<file path="config.mk">
export PLATFORM = sky130hd
export DESIGN_NAME = pll_param_search
export DESIGN_NICKNAME = d
export VERILOG_FILES = /design/src/rtl/pllsrch_pkg.sv /design/src/rtl/pllsrch_req_check.sv /design/src/rtl/pllsrch_qmux.sv /design/src/rtl/pllsrch_ctrl.sv /design/src/rtl/pll_param_search.sv
export SDC_FILE = /design/constraint.sdc
export NUM_CORES = 2
export LEC_CHECK = 0
export BUFFER_PORTS_ARGS = -buffer_cell sky130_fd_sc_hd__clkbuf_2
export CAP_MARGIN = 20
export CELL_PAD_IN_SITES_DETAIL_PLACEMENT = 0
export CELL_PAD_IN_SITES_GLOBAL_PLACEMENT = 1
export CORE_MARGIN = 2
export CORE_UTILIZATION = 40
export CTS_BUF_LIST = sky130_fd_sc_hd__clkbuf_4 sky130_fd_sc_hd__clkbuf_8
export DETAILED_ROUTE_END_ITERATION = 16
export PLACE_DENSITY = 0.79
export SLEW_MARGIN = 20
export SYNTH_ARGS = -nofsm -noshare
export SYNTH_HDL_FRONTEND = slang
export SYNTH_SLANG_ARGS = --single-unit
</file>
<file path="constraint.sdc">
create_clock -name clk -period 28.2 [get_ports clk]
set_input_delay 1.41 -clock clk [delete_from_list [all_inputs] [get_ports clk]]
set_output_delay 1.41 -clock clk [all_outputs]
set_load 0.01 [all_outputs]
</file>
<file path="src/rtl/pllsrch_pkg.sv">
`timescale 1ns/1ps
package pllsrch_pkg;

   // search sequencer states
   typedef enum logic [2:0] {
      ST_IDLE  = 3'd0,
      ST_CHECK = 3'd1,
      ST_SHIFT = 3'd2,
      ST_SCAN  = 3'd3,
      ST_DONE  = 3'd4
   } srch_state_e;

   // bits needed to hold a value 0..max
   function automatic int bits_for(input int max_val);
      return (max_val < 2) ? 1 : $clog2(max_val + 1);
   endfunction

endpackage

</file>
<file path="src/rtl/pllsrch_req_check.sv">
`timescale 1ns/1ps
// Screens a latched request: degenerate values, output range, whole-step granularity.
module pllsrch_req_check #(
   parameter int              FREQ_W      = 40,
   parameter longint unsigned STEP_HZ     = 64'd1_000_000,
   parameter longint unsigned FOUT_MIN_HZ = 64'd37_000_000,
   parameter longint unsigned FOUT_MAX_HZ = 64'd4_500_000_000
) (
   input  logic [FREQ_W-1:0] fin,
   input  logic [FREQ_W-1:0] fout,
   output logic              ok
);

   logic [63:0] fin_w;
   logic [63:0] fout_w;
   logic        non_zero;
   logic        not_same;
   logic        in_range;
   logic        whole_step;

   assign fin_w      = 64'(fin);
   assign fout_w     = 64'(fout);
   assign non_zero   = (fin_w != 64'd0) && (fout_w != 64'd0);
   assign not_same   = (fin_w != fout_w);
   assign in_range   = (fout_w >= FOUT_MIN_HZ) && (fout_w <= FOUT_MAX_HZ);
   assign whole_step = ((fin_w % STEP_HZ) == 64'd0) && ((fout_w % STEP_HZ) == 64'd0);
   assign ok         = non_zero && not_same && in_range && whole_step;

endmodule

</file>
<file path="src/rtl/pllsrch_qmux.sv">
`timescale 1ns/1ps
// Bank of constant dividers, one per legal pre-divider, selected by p.
module pllsrch_qmux #(
   parameter int PROD_W = 64,
   parameter int P_W    = 3,
   parameter int P_MIN  = 2,
   parameter int P_MAX  = 4
) (
   input  logic [PROD_W-1:0] prod,
   input  logic [P_W-1:0]    p,
   output logic [PROD_W-1:0] q
);

   localparam int P_CNT = P_MAX - P_MIN + 1;

   logic [PROD_W-1:0] quo [P_CNT];

   for (genvar gi = 0; gi < P_CNT; gi++) begin : g_div
      assign quo[gi] = prod / PROD_W'(P_MIN + gi);
   end

   always_comb begin
      q = '0;
      for (int i = 0; i < P_CNT; i++) begin
         if (p == P_W'(P_MIN + i)) q = quo[i];
      end
   end

endmodule

</file>
<file path="src/rtl/pllsrch_ctrl.sv">
`timescale 1ns/1ps
// Sequencer: request latch, nested s/p/m loops, window filter, result registers.
module pllsrch_ctrl
   import pllsrch_pkg::*;
#(
   parameter int              FREQ_W      = 40,
   parameter int              PROD_W      = 64,
   parameter int              S_MAX       = 6,
   parameter int              P_MIN       = 2,
   parameter int              P_MAX       = 4,
   parameter int              M_MIN       = 64,
   parameter int              M_MAX       = 1023,
   parameter bit              EARLY_EXIT  = 1'b1,
   parameter longint unsigned VCO_MIN_HZ  = 64'd2_250_000_000,
   parameter longint unsigned VCO_MAX_HZ  = 64'd4_500_000_000,
   parameter int              S_W         = 3,
   parameter int              P_W         = 3,
   parameter int              M_W         = 10
) (
   input  logic              clk,
   input  logic              rst_n,
   input  logic              start,
   input  logic [FREQ_W-1:0] fin_hz,
   input  logic [FREQ_W-1:0] fout_hz,
   input  logic              req_ok,
   output logic [FREQ_W-1:0] lat_fin,
   output logic [FREQ_W-1:0] lat_fout,
   output logic              cand_req,
   output logic [M_W-1:0]    cand_m,
   output logic [P_W-1:0]    cand_p,
   input  logic              q_vld,
   input  logic [PROD_W-1:0] q,
   output logic              busy,
   output logic              done,
   output logic              found,
   output logic [S_W-1:0]    s_out,
   output logic [P_W-1:0]    p_out,
   output logic [M_W-1:0]    m_out
);

   localparam int VCO_W = FREQ_W + S_MAX;

   srch_state_e       state_q;
   logic [S_W-1:0]    s_q;
   logic [P_W-1:0]    p_q;
   logic [M_W-1:0]    m_q;
   logic              pend_q;
   logic [VCO_W-1:0]  vco;
   logic              in_win;
   logic              hit;
   logic              over;
   logic              last_s;
   logic              last_p;
   logic              last_m;
   logic              accept;

   assign vco    = VCO_W'(lat_fout) << s_q;
   assign in_win = (64'(vco) >= VCO_MIN_HZ) && (64'(vco) <= VCO_MAX_HZ);
   assign hit    = (q == PROD_W'(vco));
   assign over   = EARLY_EXIT && (q > PROD_W'(vco));
   assign last_s = (s_q == S_W'(S_MAX));
   assign last_p = (p_q == P_W'(P_MAX));
   assign last_m = (m_q == M_W'(M_MAX));
   assign accept = start && ((state_q == ST_IDLE) || (state_q == ST_DONE));

   assign cand_req = (state_q == ST_SCAN) && !pend_q;
   assign cand_m   = m_q;
   assign cand_p   = p_q;
   assign busy     = (state_q == ST_CHECK) || (state_q == ST_SHIFT) || (state_q == ST_SCAN);
   assign done     = (state_q == ST_DONE);

   always_ff @(posedge clk or negedge rst_n) begin
      if (!rst_n) begin
         state_q  <= ST_IDLE;
         s_q      <= '0;
         p_q      <= '0;
         m_q      <= '0;
         pend_q   <= 1'b0;
         lat_fin  <= '0;
         lat_fout <= '0;
         found    <= 1'b0;
         s_out    <= '0;
         p_out    <= '0;
         m_out    <= '0;
      end else begin
         // divider handshake: waiting for a registered quotient
         if (q_vld)         pend_q <= 1'b0;
         else if (cand_req) pend_q <= 1'b1;

         case (state_q)
            ST_IDLE, ST_DONE: begin
               if (accept) begin
                  lat_fin  <= fin_hz;
                  lat_fout <= fout_hz;
                  found    <= 1'b0;
                  s_out    <= '0;
                  p_out    <= '0;
                  m_out    <= '0;
                  state_q  <= ST_CHECK;
               end else begin
                  state_q  <= ST_IDLE;
               end
            end
            ST_CHECK: begin
               s_q     <= '0;
               state_q <= req_ok ? ST_SHIFT : ST_DONE;
            end
            ST_SHIFT: begin
               if (in_win) begin
                  p_q     <= P_W'(P_MIN);
                  m_q     <= M_W'(M_MIN);
                  pend_q  <= 1'b0;
                  state_q <= ST_SCAN;
               end else if (last_s) begin
                  state_q <= ST_DONE;
               end else begin
                  s_q     <= s_q + S_W'(1);
               end
            end
            ST_SCAN: begin
               if (q_vld) begin
                  if (hit) begin
                     found   <= 1'b1;
                     s_out   <= s_q;
                     p_out   <= p_q;
                     m_out   <= m_q;
                     state_q <= ST_DONE;
                  end else if (over || last_m) begin
                     if (!last_p) begin
                        p_q <= p_q + P_W'(1);
                        m_q <= M_W'(M_MIN);
                     end else if (last_s) begin
                        state_q <= ST_DONE;
                     end else begin
                        s_q     <= s_q + S_W'(1);
                        state_q <= ST_SHIFT;
                     end
                  end else begin
                     m_q <= m_q + M_W'(1);
                  end
               end
            end
            default: state_q <= ST_IDLE;
         endcase
      end
   end

endmodule

</file>
<file path="src/rtl/pll_param_search.sv">
`timescale 1ns/1ps
// Integer PLL setting search engine: one (s, p, m) candidate per evaluation step.
module pll_param_search
   import pllsrch_pkg::*;
#(
   parameter int              FREQ_W      = 40,
   parameter int              PROD_W      = 64,
   parameter int              S_MAX       = 6,
   parameter int              P_MIN       = 2,
   parameter int              P_MAX       = 4,
   parameter int              M_MIN       = 64,
   parameter int              M_MAX       = 1023,
   parameter bit              DIV_REG     = 1'b0,
   parameter bit              EARLY_EXIT  = 1'b1,
   parameter longint unsigned STEP_HZ     = 64'd1_000_000,
   parameter longint unsigned FOUT_MIN_HZ = 64'd37_000_000,
   parameter longint unsigned FOUT_MAX_HZ = 64'd4_500_000_000,
   parameter longint unsigned VCO_MIN_HZ  = 64'd2_250_000_000,
   parameter longint unsigned VCO_MAX_HZ  = 64'd4_500_000_000,
   localparam int             S_W         = bits_for(S_MAX),
   localparam int             P_W         = bits_for(P_MAX),
   localparam int             M_W         = bits_for(M_MAX)
) (
   input  logic              clk,
   input  logic              rst_n,
   input  logic              start,
   input  logic [FREQ_W-1:0] fin_hz,
   input  logic [FREQ_W-1:0] fout_hz,
   output logic              busy,
   output logic              done,
   output logic              found,
   output logic [S_W-1:0]    s_out,
   output logic [P_W-1:0]    p_out,
   output logic [M_W-1:0]    m_out
);

   // elaboration-time parameter screening
   if (P_MIN < 1 || P_MAX < P_MIN) begin : g_bad_p
      $error("pll_param_search: pre-divider range is empty or includes zero");
   end
   if (M_MIN < 1 || M_MAX < M_MIN) begin : g_bad_m
      $error("pll_param_search: multiplier range is empty or includes zero");
   end
   if (FREQ_W + M_W > PROD_W || PROD_W > 64) begin : g_bad_prod
      $error("pll_param_search: product width too small or above 64");
   end
   if (FREQ_W + S_MAX > PROD_W) begin : g_bad_vco
      $error("pll_param_search: shifted output does not fit the product width");
   end
   if (STEP_HZ == 64'd0 || VCO_MAX_HZ < VCO_MIN_HZ || FOUT_MAX_HZ < FOUT_MIN_HZ) begin : g_bad_f
      $error("pll_param_search: frequency limits are inconsistent");
   end

   logic [FREQ_W-1:0] lat_fin;
   logic [FREQ_W-1:0] lat_fout;
   logic              req_ok;
   logic              cand_req;
   logic [M_W-1:0]    cand_m;
   logic [P_W-1:0]    cand_p;
   logic [PROD_W-1:0] prod_c;
   logic [PROD_W-1:0] div_prod;
   logic [P_W-1:0]    div_p;
   logic              q_vld;
   logic [PROD_W-1:0] q;

   pllsrch_req_check #(
      .FREQ_W      (FREQ_W),
      .STEP_HZ     (STEP_HZ),
      .FOUT_MIN_HZ (FOUT_MIN_HZ),
      .FOUT_MAX_HZ (FOUT_MAX_HZ)
   ) u_req (
      .fin  (lat_fin),
      .fout (lat_fout),
      .ok   (req_ok)
   );

   assign prod_c = PROD_W'(cand_m) * PROD_W'(lat_fin);

   if (DIV_REG) begin : g_div_reg
      logic [PROD_W-1:0] prod_r;
      logic [P_W-1:0]    p_r;
      logic              vld_r;
      always_ff @(posedge clk or negedge rst_n) begin
         if (!rst_n) begin
            prod_r <= '0;
            p_r    <= '0;
            vld_r  <= 1'b0;
         end else begin
            vld_r <= cand_req;
            if (cand_req) begin
               prod_r <= prod_c;
               p_r    <= cand_p;
            end
         end
      end
      assign div_prod = prod_r;
      assign div_p    = p_r;
      assign q_vld    = vld_r;
   end else begin : g_div_comb
      assign div_prod = prod_c;
      assign div_p    = cand_p;
      assign q_vld    = cand_req;
   end

   pllsrch_qmux #(
      .PROD_W (PROD_W),
      .P_W    (P_W),
      .P_MIN  (P_MIN),
      .P_MAX  (P_MAX)
   ) u_qmux (
      .prod (div_prod),
      .p    (div_p),
      .q    (q)
   );

   pllsrch_ctrl #(
      .FREQ_W     (FREQ_W),
      .PROD_W     (PROD_W),
      .S_MAX      (S_MAX),
      .P_MIN      (P_MIN),
      .P_MAX      (P_MAX),
      .M_MIN      (M_MIN),
      .M_MAX      (M_MAX),
      .EARLY_EXIT (EARLY_EXIT),
      .VCO_MIN_HZ (VCO_MIN_HZ),
      .VCO_MAX_HZ (VCO_MAX_HZ),
      .S_W        (S_W),
      .P_W        (P_W),
      .M_W        (M_W)
   ) u_ctrl (
      .clk      (clk),
      .rst_n    (rst_n),
      .start    (start),
      .fin_hz   (fin_hz),
      .fout_hz  (fout_hz),
      .req_ok   (req_ok),
      .lat_fin  (lat_fin),
      .lat_fout (lat_fout),
      .cand_req (cand_req),
      .cand_m   (cand_m),
      .cand_p   (cand_p),
      .q_vld    (q_vld),
      .q        (q),
      .busy     (busy),
      .done     (done),
      .found    (found),
      .s_out    (s_out),
      .p_out    (p_out),
      .m_out    (m_out)
   );

endmodule

</file>
==> summary.md <==
| Metric | Value |
|---|---|
| Reg clk slew, reported paths | `0.10 ns` |
| Shortest clock period the worst path allows after layout | `26.49 ns` |
| Final Max Tran Viols | `0` |
| CTS tree | `yes` |
| Post-synth EDFFs | `0` |
| First-pass GRT wire length | `roughly 270 mm` |
| Maximum number of buffers from clock root to sink | `2` |
| Top-area cell type share of the netlist area | `~12%` |
| Number of port buffers | `101` |
| Worst slack, placed | `about 0.23 ns` |
| Leading cell types by total area after synthesis | `fa_1 12%, dfrtp_1 6.0%, nand2_1 5.8%, xnor2_1 4.7%, nor2_1 4.3%` |
| Kind of end point of the critical path | `flop` |
| Slowest-stage cell, CP | `or4_1` |
| Number of buffers inserted during clock tree synthesis | `17` |
| Max-Cap Viols | `0` |
| Flop and latch count out of synthesis | `about 120` |
| First-iteration detailed-routing DRC count | `around 4.8k` |
| Post-synth top flop | `dfrtp_1` |
| Residual DRC | `0` |
| FMAX | `between 0.03 and 0.04 GHz` |
| Residual overflow from global routing | `0` |
| Total number of vias | `~51k` |
| Number of hold buffers added after cts | `0` |
| DRT Pass-1 Iters | `6` |
| Yosys Warn Count | `0` |
| Total standard cell area after synthesis | `between 40,000 and 50,000 sq um` |
| Sequential fraction of the synthesis area | `5.99%` |
| Maximum single-stage delay on the critical path | `between 0.7 and 0.8 ns` |
| Final clock skew | `approximately 0.035 ns` |
| Floorplan die area | `around 120,000 sq um` |
| Nets@finish | `7,123` |
| Boundary pin count | `102` |
| Syn avg cell area | `between 7 and 8 sq um` |
| Number of rows in the core area | `roughly 130` |
| Setup_tns | `0 ns` |
| Critical path buffers and inverters | `6` |
| Largest net degree at the start of global routing | `67` |
| Min-Delay Path Class | `reg -> reg` |
| Starting Density | `between 40% and 50%` |
| Core ar. | `between 100,000 and 150,000 sq um` |
| Layout filler cell count | `12.5k` |
| Share of the clock period used by the worst path | `93.9%` |
| Yosys top cell by area | `fa_1` |
| Hold Fails Final Rpt | `0` |
| Sort of element at the start of the critical path | `flop` |
| Final Hold Slack | `0.476 ns` |
| Total routing resource utilization after global routing | `26.0%` |
| Proportion of register bits with asynchronous set or reset after synthesis | `between 90% and 100%` |
| Maximum level of the CTS H-tree | `4` |
| Final cell count without fillers | `around 8.2k` |
| Number of library cell types mapped by synthesis | `about 180` |
| Cell mode on critical path | `buf_4` |
| Clock root cell | `clkbuf_8` |
| CP Data Required Time | `between 20 and 30 ns` |
| Number of antenna-violating nets in the routed design | `0` |
| Transition time at the pin with the least slew margin | `1.09 ns` |
| Number of nets in the synthesized netlist | `7,177` |
| Horizontal extent of the die | `354 microns` |
| Vertical die dimension | `354 microns` |
| Source-to-sink clock delay at the later pin of the worst-skew pair | `between 0.6 and 0.7 ns` |
| Vias in the first global route | `around 48k` |
| Run status | `finished clean` |
| Largest fanout on the critical path | `18` |
| Total Routed Length | `~170 mm` |
| Post-Syn Instances | `approximately 6.7k` |
| Cell family with the largest share of critical-path delay | `compound AO/OA/AOI/OAI gates` |
| CP Data Arrival Time | `27.05 ns` |
| Routability-driven placement congestion ratio | `around 0.95` |
| Final setup viols | `0` |
| Share of post-route cells with drive strength above 1 | `around 13%` |
| Area overhead of the layout relative to synthesis | `6.07%` |
| PnR worst setup slack | `between 1.5 and 2 ns` |
| Worst max-slew margin expressed relative to the limit | `a little over a quarter` |
| WL/cell | `between 20 and 25 microns` |
| HPWL reported at the end of detailed placement | `~130 mm` |
| Routed via count divided by cell count | `approximately 6.2` |
| Total clock sinks | `117` |
| Antenna violations before repair | `5` |
| Class of the most critical setup path | `reg -> reg` |
| Number of placed instances, taps included | `8,192` |
cells by family (layout without fill, tap and decap cells):
group / count (synthesis) / in the layout / synth area share [%]
AO/OA/AOI/OAI: 2009 / 2010 / 29.5
multiplexers: 255 / 255 / 6.38
other: 0 / 3 / 0
buffers and inverters: 812 / 770 / 7.39
AND/OR/NAND/NOR: 2566 / 2566 / 26.3
XOR/XNOR: 404 / 404 / 7.49
adder cells (fa/ha/maj): 490 / 490 / 17.0
flip-flops: 117 / 117 / 5.99
registers in the layout, indices dropped and copies added (netlist names):
| name | flops |
|---|---|
| u_ctrl.found | 1 |
| u_ctrl.p_out | 3 |
| u_ctrl.s_q | 3 |
| u_ctrl.lat_fin | 40 |
| u_ctrl.cand_m | 10 |
| u_ctrl.s_out | 3 |
| u_ctrl.cand_p | 3 |
| u_ctrl.lat_fout | 40 |
| u_ctrl.m_out | 10 |
| u_ctrl.state_q | 3 |
| u_ctrl.pend_q | 1 |
per-stage QoR:
stage,instance area [sq um],util (%)
3_5_place_dp,50900,41.9
2_1_floorplan,48900,-
3_3_place_gp,50900,41.9
4_1_cts,51300,42.2
6_report,51800,42.6
5_1_grt,51800,42.6
cell type report:
class | instances | area [sq um] | share of cell area [%]
clock inverters | 11 | 146 | 0.282
flip-flops and latches | 117 | 2950 | 5.69
repair buffers | 305 | 2060 | 3.97
well taps | 1625 | 2030 | 3.92
clock buffers | 21 | 289 | 0.558
diodes | 3 | 7.51 | 0.0145
multi-input cells | 5725 | 42700 | 82.4
inverters | 433 | 1630 | 3.14
cell usage after synthesis, types with 30 or more instances:
master and instances:
a211oi_1 68, a21o_1 92, a21oi_1 392, a221oi_1 42
a31oi_1 86, and2_1 289, and3_1 68, buf_2 30
buf_4 40, buf_6 41, clkbuf_1 241, dfrtp_1 117
fa_1 302, ha_1 139, inv_1 428, maj3_1 42
mux2_2 104, mux2i_1 111, mux4_2 32, nand2_1 753
nand2b_1 47, nand3_1 168, nand4_1 87, nor2_1 560
nor2b_1 35, nor3_1 156, nor4_1 70, o2111ai_1 45
o211ai_1 89, o21a_1 51, o21ai_0 394, o21ai_1 50
o22ai_1 36, o31a_1 30, o31ai_1 59, or2_2 64
or3_1 60, xnor2_1 262, xor2_1 126
path summary, 6_finish.rpt:
path                                       to  cells past startpoint  slack (ns)           startpoint
setup / recovery            u_ctrl.state_q[2]                     87        1.71  u_ctrl.lat_fout[30]
hold / removal                u_ctrl.s_out[0]                      2        0.48      u_ctrl.s_out[0]
setup reg to reg            u_ctrl.state_q[2]                     87        1.71  u_ctrl.lat_fout[30]
hold reg to reg               u_ctrl.s_out[0]                      2        0.48      u_ctrl.s_out[0]
max in group asynchronous  u_ctrl.lat_fout[9]                      2       25.94                rst_n
min in group asynchronous  u_ctrl.lat_fin[18]                      1        0.81                rst_n
timing repair:
action / CTS / global route
setup buffers: 0 / 12
gates resized for setup: 0 / 82
setup endpoints to repair: 0 / 19
endpoints found under the hold margin: 0 / 0
worst reg2reg max path, delay by kind of cell, from the launching register on:
family / cells / cell delay (ns)
compound gates: 51 / 15.83
simple gates: 25 / 7.42
buf+inv: 6 / 1.28
xor+xnor: 3 / 0.86
mux: 2 / 0.71
flops: 1 / 0.37
cell usage in the layout, fill, tap and decap left out, drive strengths merged, types with 99 or more instances in the layout:
cell type  instances
nand2            762
buf              205
xnor2            274
clkbuf           121
a21oi            419
xor2             130
dfrtp            117
fa               302
ha               139
nor3             162
inv              431
and2             300
a21o             104
o21ai            455
mux2             109
mux2i            114
nor2             571
o211ai            99
nand3            171
layer usage:
layer / share of wire [%] / global-route usage (%)
met1: 47 / 37.9
met2: 43 / 39.6
met3: 7.5 / 3.42
met4: 2.8 / 7.76
met5: 0.0042 / 0
Power is not shown: default switching activity piles up to over one toggle a cycle in this logic, so the estimate is an artifact.
